**src/rtl/dma_cond_pkg.sv**
```systemverilog
package dma_cond_pkg;

    // Policy codes carried in each two-bit command field
    typedef enum logic [1:0] {
        POL_NEVER    = 2'b00,
        POL_IF_TRUE  = 2'b01,
        POL_IF_FALSE = 2'b10,
        POL_ALWAYS   = 2'b11
    } policy_e;

    localparam int POLICY_W    = 2;
    localparam int NUM_LANES   = 3;
    localparam int LANE_WAIT   = 0;
    localparam int LANE_BRANCH = 1;
    localparam int LANE_INTR   = 2;

    // Decision bundle carried from the lanes into the register stage
    typedef struct packed {
        logic intr;
        logic hold;
        logic branch;
    } decision_t;

    // Command-word position of a lane's policy field
    function automatic int lane_field_lsb(input int lane);
        return lane * POLICY_W;
    endfunction

    // Policy resolution against a condition outcome
    function automatic logic policy_fires(input policy_e pol, input logic cond);
        logic f;
        unique case (pol)
            POL_NEVER:    f = 1'b0;
            POL_IF_TRUE:  f = cond;
            POL_IF_FALSE: f = ~cond;
            POL_ALWAYS:   f = 1'b1;
            default:      f = 1'b0;
        endcase
        return f;
    endfunction

endpackage

```
**src/rtl/cond_match.sv**
```systemverilog
module cond_match #(
    parameter int STATUS_W  = 4,
    parameter int SEL_W     = 32,
    parameter int MASK_LSB  = 16,
    parameter int VALUE_LSB = 0
) (
    input  logic [STATUS_W-1:0] status,
    input  logic [SEL_W-1:0]    sel,
    output logic                hit
);
    logic [STATUS_W-1:0] mask;
    logic [STATUS_W-1:0] value;
    logic [STATUS_W-1:0] diff;
    logic                sel_unused;

    assign mask       = sel[MASK_LSB +: STATUS_W];
    assign value      = sel[VALUE_LSB +: STATUS_W];
    assign sel_unused = ^sel;

    // A bit disagrees only where the mask selects it
    for (genvar b = 0; b < STATUS_W; b++) begin : g_bit
        assign diff[b] = mask[b] & (status[b] ^ value[b]);
    end

    assign hit = ~|diff;
endmodule

```
**src/rtl/policy_decode.sv**
```systemverilog
module policy_decode
    import dma_cond_pkg::*;
#(
    parameter int CMD_W     = 16,
    parameter int FIELD_LSB = 0
) (
    input  logic [CMD_W-1:0] cmd,
    input  logic             hit,
    output logic             fire
);
    policy_e pol;
    logic    cmd_unused;

    assign pol        = policy_e'(cmd[FIELD_LSB +: POLICY_W]);
    assign cmd_unused = ^cmd;
    assign fire       = policy_fires(pol, hit);
endmodule

```
**src/rtl/decision_reg.sv**
```systemverilog
module decision_reg
    import dma_cond_pkg::*;
(
    input  logic      clk,
    input  logic      rst,
    input  logic      strobe,
    input  decision_t fire,
    output logic      valid,
    output decision_t state
);
    always_ff @(posedge clk) begin
        if (rst) begin
            valid <= 1'b0;
            state <= '0;
        end else begin
            valid      <= strobe;
            // Interrupt pulses only when the command completes
            state.intr <= strobe & fire.intr & ~fire.hold;
            if (strobe) begin
                state.hold <= fire.hold;
                if (!fire.hold) begin
                    state.branch <= fire.branch;
                end
            end
        end
    end
endmodule

```
**src/rtl/dma_cond_eval.sv**
```systemverilog
module dma_cond_eval
    import dma_cond_pkg::*;
#(
    parameter int CMD_W     = 16,
    parameter int STATUS_W  = 4,
    parameter int SEL_W     = 32,
    parameter int MASK_LSB  = 16,
    parameter int VALUE_LSB = 0
) (
    input  logic                clk,
    input  logic                rst,
    input  logic                eval_strobe,
    input  logic [CMD_W-1:0]    cmd_word,
    input  logic [STATUS_W-1:0] dev_status,
    input  logic [SEL_W-1:0]    intr_select,
    input  logic [SEL_W-1:0]    branch_select,
    input  logic [SEL_W-1:0]    wait_select,
    output logic                result_valid,
    output logic                irq_raise,
    output logic                wait_hold,
    output logic                branch_taken
);
    logic [NUM_LANES-1:0][SEL_W-1:0] sel_bus;
    logic [NUM_LANES-1:0]            lane_hit;
    logic [NUM_LANES-1:0]            lane_fire;
    decision_t                       fire_d;
    decision_t                       state_q;

    assign sel_bus[LANE_WAIT]   = wait_select;
    assign sel_bus[LANE_BRANCH] = branch_select;
    assign sel_bus[LANE_INTR]   = intr_select;

    // One masked comparator and one policy decoder per decision
    for (genvar g = 0; g < NUM_LANES; g++) begin : g_lane
        cond_match #(
            .STATUS_W (STATUS_W),
            .SEL_W    (SEL_W),
            .MASK_LSB (MASK_LSB),
            .VALUE_LSB(VALUE_LSB)
        ) u_match (
            .status(dev_status),
            .sel   (sel_bus[g]),
            .hit   (lane_hit[g])
        );

        policy_decode #(
            .CMD_W    (CMD_W),
            .FIELD_LSB(lane_field_lsb(g))
        ) u_policy (
            .cmd (cmd_word),
            .hit (lane_hit[g]),
            .fire(lane_fire[g])
        );
    end

    assign fire_d.intr   = lane_fire[LANE_INTR];
    assign fire_d.hold   = lane_fire[LANE_WAIT];
    assign fire_d.branch = lane_fire[LANE_BRANCH];

    decision_reg u_reg (
        .clk   (clk),
        .rst   (rst),
        .strobe(eval_strobe),
        .fire  (fire_d),
        .valid (result_valid),
        .state (state_q)
    );

    assign irq_raise    = state_q.intr;
    assign wait_hold    = state_q.hold;
    assign branch_taken = state_q.branch;
endmodule

```
**config.mk**
```make
export PLATFORM = sky130hd
export DESIGN_NAME = dma_cond_eval
export DESIGN_NICKNAME = d
export VERILOG_FILES = /design/src/rtl/dma_cond_pkg.sv /design/src/rtl/cond_match.sv /design/src/rtl/policy_decode.sv /design/src/rtl/decision_reg.sv /design/src/rtl/dma_cond_eval.sv
export SDC_FILE = /design/constraint.sdc
export NUM_CORES = 1
export LEC_CHECK = 0
export ABC_AREA = 1
export CAP_MARGIN = 0
export CORE_MARGIN = 3
export CORE_UTILIZATION = 16
export CTS_CLUSTER_DIAMETER = 200
export CTS_CLUSTER_SIZE = 12
export DETAILED_ROUTE_END_ITERATION = 8
export PLACE_DENSITY = 0.85
export SLEW_MARGIN = 20
export SYNTH_ARGS = -nofsm -noshare
export SYNTH_HDL_FRONTEND = slang
export SYNTH_HIERARCHICAL = 1
export SYNTH_SLANG_ARGS = --single-unit
```
**constraint.sdc**
```tcl
create_clock -name clk -period 1.17 [get_ports clk]
set_input_delay 0.234 -clock clk [delete_from_list [all_inputs] [get_ports clk]]
set_output_delay 0.234 -clock clk [all_outputs]
set_load 0.01 [all_outputs]
```
---- Yosys cells after proc, flatten, opt, wreduce, memory -nomap -nowiden ----
Index checks and enable logic that the tools add are counted.
storage, ports and cells
  register bits ........................... 4
  bits of input ports ..................... 119
  output and inout bits ................... 4
  logic and storage cells ................. 53
operators by class
  equal/unequal tests ..................... 9
  mux-type cells .......................... 3
  bitwise operators ....................... 27
  reductions and logical operators ........ 10
operators with widths
  kind                                                 count
  bitwise AND 1 bit                                    14
  equality test 2 bit, second input constant           6
  case mux 1 bit (4 select lines)                      3
  OR reduction 4 bit                                   3
  XOR 1 bit                                            12
  equality test 2 x 1 -> 1 bit, second input constant  3
  logical NOT 2 bit                                    3
  logical NOT 1 bit                                    3
  AND reduction 2 bit                                  1
  inverter 1 bit                                       1

---- Logic depth before layout (Yosys ltp) ----
Gate-level depths: netlist of run 1.
  depth in word-level cells ............... 7
  depth in mapped cells ................... 12
  depth with buffers taken out ............ 12

---- Cells and area by module ----
Netlist of run 1, hierarchy kept.
modules (own cells, without submodules)
  module         times used  cells an instance  area an instance (µm²)  sequential area each (µm²)
  cond_match     3           23                 96.3                    0.0
  decision_reg   1           18                 138.9                   80.1
  policy_decode  3           4                  15.0                    0.0

---- Worst setup path after synthesis of run 1 ----
No wires, ideal clock.
  kind .................................... in2reg
  from .................................... input port dev_status[2]
  to ...................................... register u_reg/state[0] (netlist bit)
  arrival time ............................ 0.884 ns
  required time ........................... 1.057 ns
  setup slack ............................. 0.173 ns
  stages .................................. 12
  buffers on the path ..................... 0
  cell sequence ........................... inv_1 -> nand2_1 -> nand3_1 -> nand2_1 -> nor2_1 -> inv_1 -> nand2_1 -> nand2_1 -> inv_1 -> nand3_1 -> nand2_1 -> nor2_1
RTL lines
  item             RTL line             text
  start, declared  dma_cond_eval.sv:14  input logic [STATUS_W-1:0] dev_status,
  end, declared    decision_reg.sv:9    output decision_t state

---- Worst setup path in the final report of run 1 ----
  from .................................... register u_reg/state[0] (netlist bit)
  to ...................................... output port branch_taken
RTL lines
  item           RTL line             text
  end, declared  dma_cond_eval.sv:21  output logic branch_taken
No word-level cell between the ends.

==> results of run 1 <==
final cells by class:
cell class	count	area, um^2	area share
tap	31	38.79	0.03846
clock buffer	3	22.52	0.02233
multi-input combinational	64	324.1	0.3213
timing repair buffer	43	426.7	0.4231
inverter	31	116.4	0.1154
sequential	4	80.08	0.07940
worst paths after layout:
kind,startpoint,endpoint,cells after the start
worst max-delay path,u_reg/state[0]$_SDFFE_PP0P_,branch_taken,1
worst max register to register,u_reg/state[1]$_SDFFE_PP0P_,u_reg/state[1]$_SDFFE_PP0P_,2
worst min register to register,u_reg/state[0]$_SDFFE_PP0P_,u_reg/state[0]$_SDFFE_PP0P_,2
worst min-delay path,u_reg/state[0]$_SDFFE_PP0P_,u_reg/state[0]$_SDFFE_PP0P_,2
power by group through the flow:
| stage | clock network, mW | registers, mW | logic, mW |
|---|---|---|---|
| after CTS | 0.180 | 0.150 | 0.265 |
| final | 0.172 | 0.150 | 0.279 |
| after global placement | 0 | 0.152 | 0.272 |
| after detailed placement | 0 | 0.153 | 0.276 |
| after floorplan | 0 | 0.157 | 0.0971 |
| after global routing | 0.182 | 0.151 | 0.315 |
per-layer routing:
metal / part of all wire / track usage
met3: 0.11 / 0.01489
met1: 0.41 / 0.07741
met5: 0 / 0
met4: 0 / 0.03797
met2: 0.48 / 0.1343
stage by stage:
step	setup WS [ns]	util
after floorplan	0.1735	-
after global placement	-0.4886	0.3333
after detailed placement	-0.5142	0.3333
after CTS	-0.1018	0.3401
after global routing	0.01172	0.3626
final	0.1087	0.3626
state kept, by name, indices dropped and copies added, names as in the netlist:
register	flops
u_reg/state	3
u_reg/valid	1
repair_timing:
| action | in CTS | in global routing |
|---|---|---|
| buffers inserted | 0 | 1 |
| gates resized for setup | 22 | 34 |
| hold buffers | 0 | 0 |
| endpoints found under the setup margin | 7 | 3 |
| pin swaps | 10 | 16 |
cell usage in the layout, fill, tap and decap left out, types with 3 or more instances in the layout:
master           instances
clkbuf_2                 4
clkbuf_4                 3
clkdlybuf4s15_1          4
clkdlybuf4s50_1         12
dfxtp_1                  4
dlygate4sd2_1            8
dlymetal6s2s_1          12
inv_1                   28
inv_2                    3
nand2_1                 36
nand2_2                  5
nand3_1                  6
nand3_2                  7
nor2_1                   5
cell families after synthesis:
logic type | synth area share
buf+inv | 0.2460
compound gates | 0.01057
flops | 0.1693
simple gates | 0.5741
worst reg2reg max path, delay by kind of cell, from the launching register on:
kind | cells | cell delay, ns
AO/OA/AOI/OAI | 1 | 0.15
AND/OR/NAND/NOR | 1 | 0.05
flip-flops | 1 | 0.30
==> flow_summary.yaml, run 1 <==
setup_path:
  path_buf_inv: 1
  startpoint_type: "flip-flop"
  path_max_fanout: 2
  critPathSlowestCell: "dfxtp_1"
  rrSetupSlack_ns: 0.57
  worst-setup-path-type: "flip-flop to output port"
  critPathTopFamily: "flip-flops"
  crit_chain: "dlygate4sd2_1"
  critPathArrivalTime_ns: 0.83
  slowest_delay_ns: 0.33
  cp.required_ns: 0.94
  endpoint_kind: "output port"
floorplanning:
  rows: 19
  start_util: 0.1700
  die-width_um: 60.37
  dieArea_mm2: 0.003645
  core_mm2: 0.002781
  io_pins: 123
  die_h_um: 60.37
pwr:
  power_frac_clock: 0.286
  peakVddDrop_mv: 0.4577
  switching_share: 0.3049
  p_comb_frac: 0.465
  p_leak_nw: 0.6736
  powerDensity_mw_per_mm2: 596.2
  seqPwrFrac: 0.249
  p_int_mw: 0.4179
  p_sw_mw: 0.1833
  finalPower_mw: 0.6012
cells_and_area:
  instances_no_fill: 176
  nNetsFinal: 266
  antenna_cells: 0
  final_layout_size_suffix_gt1_frac: 0.2000
  syn2layout_area_growth_pct: 113.2
  fillers: 290
  final_area_mm2: 0.001008
yosys:
  synthMostInstantiatedCell: "nand2_1"
  ys_seq_area_frac: 0.1693
  synth_common_cells: "nand2_1 (41), inv_1 (30), nand3_1 (10)"
  synthCells: 99
  ys_types: 10
  ys_ff_latch: 4
  ys.flop_type: "dfxtp_1"
  yosysWarnings: 6
  syn_area_um2: 473.0
  synth_top_area_cell: "nand2_1"
  syn-num-nets: 218
  synth_top_area_frac: 0.3254
  yosys-top-cells-area: "nand2_1 (33%), inv_1 (24%), dfxtp_1 (17%)"
  synth-edff-count: 0
  syn_avg_cell_area_um2: 4.777
  async_flop_share: 0
cts:
  cts_buffers: 3
  clk_pin_slew_ns: 0.04
  clock-sinks: 4
  cts_tree: "built"
  clock_path_buffers: 2
  root_buffer: "clkbuf_4"
  htreeDepth: 1
  clk_latency_ns: 0.23
timing:
  min_period_ns: 1.061
  drv_slew: 0
  final.setup.tns_ns: 0
  max_freq_ghz: 0.9423
  relSlewSlack: 0.8801
  period_share: 0.9071
  skew_ns: 0
  setup_viol: 0
  finalHoldViolCount: 0
  rsz0062_at_grt: "false"
  max_slew.worst_pin.slew_ns: 0.1792
  holdWs_ns: 0.4945
global_routing:
  antenna_found_initial: 0
  grt_pass1_vias: 585
  grt_overflow: 0
  grt_pass1_wl_um: 2007
  grt_max_degree: 7
  grt.total_usage: 0.07286
outcome:
  status: "complete, no violations"
route:
  wl_per_cell_um: 8.108
  drt-total-wl_um: 1427
  vias: 662
  dr.pass1.iters: 3
  ant_nets: 0
  drt_iter0_markers: 32
  avgViaCountPerCell: 3.761
  drc: 0
placement:
  dpl_cell_area_um2: 927.1
  dp.cells: 172
  port_buffers: 40
  dp_hpwl_um: 1223
  place.gp.congestion: 0.7112
hold_path:
  hold_class: "flip-flop to flip-flop"
run:
  max_cap_violations: 0
(Power assumes the default switching activity.)
==> inputs of run 2 (changes only) <==
--- a/config.mk
+++ b/config.mk
@@ -12,6 +12,7 @@
 export CTS_CLUSTER_DIAMETER = 200
 export CTS_CLUSTER_SIZE = 12
 export DETAILED_ROUTE_END_ITERATION = 8
+export GPL_ROUTABILITY_DRIVEN = 0
 export PLACE_DENSITY = 0.85
 export SLEW_MARGIN = 20
 export SYNTH_ARGS = -nofsm -noshare
==> results of run 2 <==
Final layout, timing and power as in run 1 (identical DEF).
